--- config.mk ---
export PLATFORM = sky130hd
export DESIGN_NAME = irq_prio_router
export DESIGN_NICKNAME = d
export VERILOG_FILES = /design/src/rtl/irq_router_pkg.sv /design/src/rtl/irq_src_sync.sv /design/src/rtl/irq_prio_bank.sv /design/src/rtl/irq_route_matrix.sv /design/src/rtl/irq_bus_port.sv /design/src/rtl/irq_prio_router.sv
export SDC_FILE = /design/constraint.sdc
export NUM_CORES = 1
export LEC_CHECK = 0
export BUFFER_PORTS_ARGS = -buffer_cell sky130_fd_sc_hd__buf_2
export CAP_MARGIN = 30
export CELL_PAD_IN_SITES_DETAIL_PLACEMENT = 0
export CELL_PAD_IN_SITES_GLOBAL_PLACEMENT = 1
export CORE_MARGIN = 4
export CORE_UTILIZATION = 51
export CTS_BUF_LIST = sky130_fd_sc_hd__clkbuf_16
export CTS_CLUSTER_DIAMETER = 30
export DETAILED_ROUTE_END_ITERATION = 7
export MAX_ROUTING_LAYER = met4
export PLACE_DENSITY = 0.92
export SETUP_SLACK_MARGIN = 0.1
export SLEW_MARGIN = 40
export SYNTH_ARGS = -nofsm -noshare
export SYNTH_HDL_FRONTEND = slang
export SYNTH_SLANG_ARGS = --single-unit
--- constraint.sdc ---
create_clock -name clk -period 7.95 [get_ports clk]
set_input_delay 1.1925 -clock clk [delete_from_list [all_inputs] [get_ports clk]]
set_output_delay 1.1925 -clock clk [all_outputs]
set_load 0.005 [all_outputs]
--- src/rtl/irq_router_pkg.sv ---
package irq_router_pkg;

  // Width of one per-source level field.
  localparam int unsigned LVL_W  = 4;
  // Width of one bus word.
  localparam int unsigned WORD_W = 16;

  // Region of the register space that a bus address falls into.
  typedef enum logic [1:0] {
    REG_PRIO = 2'd0,
    REG_STAT = 2'd1,
    REG_NONE = 2'd2
  } region_e;

endpackage

--- src/rtl/irq_src_sync.sv ---
module irq_src_sync #(
  parameter int unsigned W      = 16,
  parameter int unsigned STAGES = 2
) (
  input  logic         clk,
  input  logic         rst_n,
  input  logic [W-1:0] din,
  output logic [W-1:0] dout
);

  logic [W-1:0] stg_q [STAGES];
  logic [W-1:0] stg_d [STAGES];

  genvar s;
  generate
    for (s = 0; s < STAGES; s++) begin : g_stage
      if (s == 0) begin : g_first
        always_comb stg_d[s] = din;
      end else begin : g_next
        always_comb stg_d[s] = stg_q[s-1];
      end

      always_ff @(posedge clk or negedge rst_n) begin
        if (!rst_n) begin
          stg_q[s] <= '0;
        end else begin
          stg_q[s] <= stg_d[s];
        end
      end
    end
  endgenerate

  assign dout = stg_q[STAGES-1];

endmodule

--- src/rtl/irq_prio_bank.sv ---
module irq_prio_bank #(
  parameter int unsigned N_WORD = 4,
  parameter int unsigned WORD_W = 16,
  parameter logic [N_WORD*WORD_W-1:0] RESET_VAL = '0
) (
  input  logic                     clk,
  input  logic                     rst_n,
  input  logic [N_WORD-1:0]        word_we,
  input  logic [WORD_W-1:0]        wdata,
  output logic [N_WORD*WORD_W-1:0] levels
);

  logic [N_WORD*WORD_W-1:0] lvl_q;
  logic [N_WORD*WORD_W-1:0] lvl_d;
  logic                     lvl_en;

  // Next state: each selected word takes the write data.
  always_comb begin
    lvl_d = lvl_q;
    for (int w = 0; w < N_WORD; w++) begin
      if (word_we[w]) begin
        lvl_d[w*WORD_W +: WORD_W] = wdata;
      end
    end
  end

  assign lvl_en = |word_we;

  always_ff @(posedge clk or negedge rst_n) begin
    if (!rst_n) begin
      lvl_q <= RESET_VAL;
    end else if (lvl_en) begin
      lvl_q <= lvl_d;
    end
  end

  assign levels = lvl_q;

endmodule

--- src/rtl/irq_route_matrix.sv ---
module irq_route_matrix #(
  parameter int unsigned N_SRC = 16,
  parameter int unsigned N_REQ = 12,
  parameter int unsigned LVL_W = 4
) (
  input  logic [N_SRC-1:0]       src,
  input  logic [N_SRC*LVL_W-1:0] levels,
  output logic [N_REQ*N_SRC-1:0] hit,
  output logic [N_REQ-1:0]       req
);

  genvar k, i;
  generate
    for (k = 0; k < N_REQ; k++) begin : g_line
      for (i = 0; i < N_SRC; i++) begin : g_src
        // A level outside 0..N_REQ-1 never matches, so it masks the source.
        assign hit[k*N_SRC + i] = src[i] &&
                                  (levels[i*LVL_W +: LVL_W] == LVL_W'(k));
      end
      assign req[k] = |hit[k*N_SRC +: N_SRC];
    end
  endgenerate

endmodule

--- src/rtl/irq_bus_port.sv ---
module irq_bus_port
  import irq_router_pkg::*;
#(
  parameter int unsigned N_WORD = 4,
  parameter int unsigned N_REQ  = 12,
  parameter int unsigned N_SRC  = 16,
  parameter int unsigned WORD_W = 16,
  parameter int unsigned ADDR_W = 5
) (
  input  logic [ADDR_W-1:0]        bus_addr,
  input  logic                     bus_wr,
  input  logic [N_WORD*WORD_W-1:0] levels,
  input  logic [N_REQ*N_SRC-1:0]   hit,
  output logic [N_WORD-1:0]        word_we,
  output logic [WORD_W-1:0]        rdata
);

  localparam int unsigned STAT_BASE = N_WORD;
  localparam int unsigned STAT_END  = N_WORD + N_REQ;

  region_e region;

  always_comb begin
    if (32'(bus_addr) < STAT_BASE) begin
      region = REG_PRIO;
    end else if (32'(bus_addr) < STAT_END) begin
      region = REG_STAT;
    end else begin
      region = REG_NONE;
    end
  end

  // Only the priority region accepts writes.
  always_comb begin
    word_we = '0;
    for (int w = 0; w < N_WORD; w++) begin
      if (bus_wr && (region == REG_PRIO) && (bus_addr == ADDR_W'(w))) begin
        word_we[w] = 1'b1;
      end
    end
  end

  always_comb begin
    rdata = '0;
    unique case (region)
      REG_PRIO: begin
        for (int w = 0; w < N_WORD; w++) begin
          if (bus_addr == ADDR_W'(w)) begin
            rdata = levels[w*WORD_W +: WORD_W];
          end
        end
      end
      REG_STAT: begin
        for (int k = 0; k < N_REQ; k++) begin
          if (bus_addr == ADDR_W'(STAT_BASE + k)) begin
            rdata = WORD_W'(hit[k*N_SRC +: N_SRC]);
          end
        end
      end
      default: rdata = '0;
    endcase
  end

endmodule

--- src/rtl/irq_prio_router.sv ---
module irq_prio_router
  import irq_router_pkg::*;
#(
  parameter int unsigned N_SRC     = 16,
  parameter int unsigned N_REQ     = 12,
  parameter int unsigned ADDR_W    = 5,
  parameter int unsigned SYNC_DEPTH = 2,
  parameter logic [N_SRC*LVL_W-1:0] RESET_LEVELS = 64'h0BBB_BA98_7654_3210
) (
  input  logic                clk,
  input  logic                rst_n,
  input  logic [N_SRC-1:0]    src_i,
  output logic [N_REQ-1:0]    req_o,
  input  logic [ADDR_W-1:0]   bus_addr,
  input  logic                bus_wr,
  input  logic [WORD_W-1:0]   bus_wdata,
  output logic [WORD_W-1:0]   bus_rdata
);

  localparam int unsigned FIELDS_PER_WORD = WORD_W / LVL_W;
  localparam int unsigned N_WORD          = N_SRC / FIELDS_PER_WORD;

  // Reset: asserted asynchronously, released on the clock.
  logic [1:0] rst_pipe_q;
  logic [1:0] rst_pipe_d;
  logic       rst_core_n;

  always_comb rst_pipe_d = {rst_pipe_q[0], 1'b1};

  always_ff @(posedge clk or negedge rst_n) begin
    if (!rst_n) begin
      rst_pipe_q <= 2'b00;
    end else begin
      rst_pipe_q <= rst_pipe_d;
    end
  end

  assign rst_core_n = rst_pipe_q[1];

  logic [N_SRC-1:0]         src_sync;
  logic [N_WORD*WORD_W-1:0] lvl_flat;
  logic [N_REQ*N_SRC-1:0]   hit_flat;
  logic [N_WORD-1:0]        word_we;

  irq_src_sync #(
    .W      (N_SRC),
    .STAGES (SYNC_DEPTH)
  ) u_sync (
    .clk   (clk),
    .rst_n (rst_core_n),
    .din   (src_i),
    .dout  (src_sync)
  );

  irq_prio_bank #(
    .N_WORD    (N_WORD),
    .WORD_W    (WORD_W),
    .RESET_VAL (RESET_LEVELS)
  ) u_bank (
    .clk     (clk),
    .rst_n   (rst_core_n),
    .word_we (word_we),
    .wdata   (bus_wdata),
    .levels  (lvl_flat)
  );

  irq_route_matrix #(
    .N_SRC (N_SRC),
    .N_REQ (N_REQ),
    .LVL_W (LVL_W)
  ) u_matrix (
    .src    (src_sync),
    .levels (lvl_flat),
    .hit    (hit_flat),
    .req    (req_o)
  );

  irq_bus_port #(
    .N_WORD (N_WORD),
    .N_REQ  (N_REQ),
    .N_SRC  (N_SRC),
    .WORD_W (WORD_W),
    .ADDR_W (ADDR_W)
  ) u_port (
    .bus_addr (bus_addr),
    .bus_wr   (bus_wr),
    .levels   (lvl_flat),
    .hit      (hit_flat),
    .word_we  (word_we),
    .rdata    (bus_rdata)
  );

endmodule

==> PnR_summary.wiki <==
{| class="wikitable"
! Metric !! Value
|-
| Primary flip-flop cell chosen by synthesis mapping || sky130_fd_sc_hd__dfrtp_1
|-
| Final setup violating endpoints || 0
|-
| Kind of critical path || input pin to output pin
|-
| Share of the synthesized area in compound gates (AO/OA/AOI/OAI) || 18.1%
|-
| Core ar. || 0.0140 mm^2
|-
| Part of the cycle the worst path needs || 61.9%
|-
| First DRT Iteration DRCs || 1284
|-
| Post-layout util || 56.9%
|-
| Detailed-routing iteration count for the pre-antenna-repair pass || 8
|-
| Synth area leader || sky130_fd_sc_hd__dfrtp_1
|-
| Post-route setup TNS || 0 ns
|-
| Total wire length || 31600 um
|-
| Number of synthesized register bits || 98
|-
| Routability congestion estimate from global placement || 1.22
|-
| Top fanout value on the critical path || 17
|-
| Number of top-level pins || 68
|-
| Count of nets after finishing || 857
|-
| Fraction of the yosys area taken by sequential cells || 33.8%
|-
| Net Count, Synth || 840
|-
| Mux cell area share after synthesis || 14.9%
|-
| Total clock sinks || 98
|-
| Cts-stage hold buffer count || 0
|-
| GR Util All Layers || 39.8%
|-
| Clk pin slew, worst setup/hold paths || 0.07 ns
|-
| Xor/xnor cell area share of the yosys netlist || 3.33%
|-
| Number of distinct library cells after synthesis || 71
|-
| Upper clock frequency limit || 203 MHz
|-
| Beginning of the critical path || bus_addr[4]
|-
| Via count of the first global-routing pass || 7333
|-
| Ys async rst share || 100%
|-
| Adder and majority cell fraction of the synthesized area || 0%
|-
| Vias per std cell || 7.63
|-
| Antenna violations before repair || 0
|-
| Per-instance average area after synthesis || 9.21 um^2
|-
| Post-synthesis share of cell area spent on and, or, nand and nor gates || 24.7%
|-
| Number of design rule violations left after detail routing || 12
|-
| Pwr per Cell Area || 227 mW/mm^2
|-
| Detailed route wirelength on metal3 || 3790 um
|-
| Capturing instance or port of the critical path || bus_rdata[10]
|-
| Hold Violations, Final || 0
|-
| Max_cap viols || 0
|-
| Largest family of logic cells by synthesized area || simple AND/OR/NAND/NOR gates
|-
| Gates resized, CTS repair || 0
|-
| Startpoint type of the worst setup path || input pin
|-
| TritonCTS clock tree || done
|-
| FF-to-FF setup slack || 6.55 ns
|-
| Area fraction of the dominant cell type after synthesis || 23.4%
|-
| Worst slew margin || 34.7%
|-
| Uppermost metal layer occupied by signal nets || met4
|-
| Crit path required time || 6.76 ns
|-
| Outcome || complete, but fails checks
|-
| Diode insertion count for antenna repair || 0
|-
| Count of yosys warnings during synthesis || 0
|-
| Static Leak || 3.01 nW
|-
| Reg2reg path depth || 1
|-
| Met1 wire length || 12200 um
|-
| Level count of the clock H-tree || 3
|-
| Count of flip-flops with a built-in enable after synthesis || 0
|-
| Number of cell rows || 43
|-
| Fraction of final layout cells sized beyond drive strength 1 || 28.1%
|-
| Dpl hpwl || 22800 um
|-
| Inserted Clock Buffers || 9
|-
| Die area || 0.0164 mm^2
|-
| Instance count of the mapped netlist || 800
|-
| Cell at the root of the clock tree || sky130_fd_sc_hd__clkbuf_16
|-
| Data arrival time of the worst path || 3.73 ns
|-
| Skew-Pair Late Insertion Delay || 0.36 ns
|-
| Post-CTS Repair Setup Buffers || 0
|-
| Element type at the critical path end || output pin
|-
| Crit Reg-Reg Startpoint || rst_pipe_q[1]
|-
| Total overflow reported by the global router || 0
|-
| Chip width || 128 um
|-
| Met2 Wirelength || 13800 um
|-
| Worst-Margin Slew || 0.975 ns
|-
| Top cells by area in the synthesized netlist || sky130_fd_sc_hd__dfrtp_1 23%, sky130_fd_sc_hd__dfstp_2 10%, sky130_fd_sc_hd__mux2_2 9.8%
|-
| Area of the mapped netlist || 0.00737 mm^2
|-
| HP Class || register to asynchronous set/reset pin
|-
| Vias after detailed routing || 7648
|-
| Number of pins exceeding their max-slew limit in the final report || 0
|-
| Average routed wire per standard cell || 31.6 um
|-
| Tmin final || 4.92 ns
|-
| End of the worst register-to-register path || u_bank.levels[46]
|-
| Area growth from synthesis to final layout || 8.10%
|-
| Worst clock skew || 0.00818 ns
|-
| Largest net degree at the start of global routing || 54
|-
| Y dimension of the die || 128 um
|-
| Wire length of the first global-routing pass || 47100 um
|-
| Number of antenna-violating nets in the routed design || 0
|-
| RSZ-0062 raised after global routing || false
|-
| Violated checks || design-rule violations
|-
| IO buf count || 67
|-
| Worst-case vdd ir drop || 145 uV
|-
| CTS Buffer Depth || 2
|-
| Initial Utilization || 52.7%
|}
-- flip-flops by register name (all words and copies together) (netlist names) --
name / cells
u_sync.dout: 16
rst_pipe_q: 2
u_bank.levels: 64
u_sync.stg_d: 16
-- worst min-delay path by stage --
stage,startpoint,to,slack [ns],cells after the start
after global routing,rst_pipe_q[0],rst_pipe_q[1],0.35,0
after CTS,u_sync.stg_d[13],u_sync.dout[13],0.34,0
after global placement,rst_pipe_q[1],u_sync.stg_d[0],0.33,0
final,rst_pipe_q[1],u_sync.stg_d[0],0.34,0
after detailed placement,u_sync.stg_d[15],u_sync.dout[15],0.33,0
after floorplan,rst_pipe_q[0],rst_pipe_q[1],0.33,0
-- cells in the final DEF (no fill, tap or decap), types with 5 or more instances in the layout --
cell type / n
sky130_fd_sc_hd__dfrtp_1: 68
sky130_fd_sc_hd__buf_2: 66
sky130_fd_sc_hd__mux2_2: 64
sky130_fd_sc_hd__nor2_1: 54
sky130_fd_sc_hd__nand2_1: 47
sky130_fd_sc_hd__o22ai_1: 37
sky130_fd_sc_hd__nor3_1: 36
sky130_fd_sc_hd__o21ai_0: 33
sky130_fd_sc_hd__a21oi_1: 30
sky130_fd_sc_hd__dfstp_2: 29
sky130_fd_sc_hd__nand3b_1: 28
sky130_fd_sc_hd__nand2b_1: 25
sky130_fd_sc_hd__nand3_1: 23
sky130_fd_sc_hd__nor4_1: 19
sky130_fd_sc_hd__xnor2_1: 18
sky130_fd_sc_hd__mux4_2: 16
sky130_fd_sc_hd__inv_1: 13
sky130_fd_sc_hd__nor2b_1: 12
sky130_fd_sc_hd__a31oi_1: 11
sky130_fd_sc_hd__xor2_1: 10
sky130_fd_sc_hd__and3b_1: 9
sky130_fd_sc_hd__nand4_1: 9
sky130_fd_sc_hd__a22oi_1: 9
sky130_fd_sc_hd__clkbuf_16: 9
sky130_fd_sc_hd__o31ai_1: 8
sky130_fd_sc_hd__o211ai_1: 8
sky130_fd_sc_hd__or3b_2: 7
sky130_fd_sc_hd__buf_4: 7
sky130_fd_sc_hd__o221ai_1: 6
sky130_fd_sc_hd__nor3b_2: 6
sky130_fd_sc_hd__a32oi_1: 6
sky130_fd_sc_hd__or2_2: 5
sky130_fd_sc_hd__nor3b_1: 5
sky130_fd_sc_hd__o21ai_1: 5
sky130_fd_sc_hd__o32ai_1: 5
-- per-layer routing --
layer	GRT usage [%]	vias up
met3	9.50	147
li1	-	3073
met2	56.8	685
met5	-	-
met1	52.9	3743
met4	19.6	0
-- cell usage after synthesis (6+ instances only) --
library cell,number
sky130_fd_sc_hd__xor2_1,10
sky130_fd_sc_hd__nand4_1,9
sky130_fd_sc_hd__o31ai_1,8
sky130_fd_sc_hd__inv_1,12
sky130_fd_sc_hd__o211ai_1,8
sky130_fd_sc_hd__a22oi_1,9
sky130_fd_sc_hd__o221ai_1,6
sky130_fd_sc_hd__mux4_2,16
sky130_fd_sc_hd__nand3b_1,28
sky130_fd_sc_hd__o21ai_0,34
sky130_fd_sc_hd__and3b_1,9
sky130_fd_sc_hd__a31oi_1,11
sky130_fd_sc_hd__dfstp_2,29
sky130_fd_sc_hd__buf_2,26
sky130_fd_sc_hd__clkbuf_1,32
sky130_fd_sc_hd__or3b_2,7
sky130_fd_sc_hd__a32oi_1,6
sky130_fd_sc_hd__nor4_1,19
sky130_fd_sc_hd__nand2_1,47
sky130_fd_sc_hd__nor3b_1,9
sky130_fd_sc_hd__nand2b_1,25
sky130_fd_sc_hd__mux2_2,64
sky130_fd_sc_hd__nor2b_1,12
sky130_fd_sc_hd__o22ai_1,37
sky130_fd_sc_hd__xnor2_1,18
sky130_fd_sc_hd__nor2_1,54
sky130_fd_sc_hd__nand3_1,24
sky130_fd_sc_hd__nor3_1,37
sky130_fd_sc_hd__dfrtp_1,69
sky130_fd_sc_hd__a21oi_1,30
-- where the power goes --
part / internal [mW] / switching, mW
clock network: 0.215 / 0.205
registers: 0.595 / 0.193
logic: 0.250 / 0.351
total: 1.06 / 0.749
-- logic make-up (layout without fill, tap and decap cells) --
family | Yosys count | after routing
compound gates | 197 | 197
xor+xnor | 28 | 28
buf+inv | 79 | 101
flops | 98 | 98
mux | 82 | 82
other cells | 1 | 1
simple gates | 315 | 315
-- through the flow --
stage          hold slack [ns]  worst slack [ns]  std cells  power (mW)  cell area [um^2]
2_1_floorplan            0.331              4.22        800        1.10              7370
3_3_place_gp             0.326              3.28        986        1.34              7650
3_5_place_dp             0.335              3.23        986        1.35              7660
4_1_cts                  0.342              3.22       1002        1.77              7940
5_1_grt                  0.348              3.01       1002        1.87              7960
6_report                 0.339              3.03       1002        1.81              7960
-- critical path, cell delays in order --
cell and delay, ns:
sky130_fd_sc_hd__buf_2 0.17, sky130_fd_sc_hd__nand3b_1 0.70, sky130_fd_sc_hd__nor2_1 0.80, sky130_fd_sc_hd__a21oi_1 0.19, sky130_fd_sc_hd__o311a_1 0.17, sky130_fd_sc_hd__o31ai_1 0.32
sky130_fd_sc_hd__buf_2 0.18
-- layout make-up --
class | instances | area [um^2]
fillers | 1288 | 6020
multi-input cells | 623 | 4540
inverters | 12 | 45.0
clock buffers | 9 | 225
well taps | 180 | 225
flip-flops and latches | 98 | 2490
repair buffers | 73 | 383
clock inverters | 7 | 52.6
Note: power is estimated with default switching activity, not from simulation.
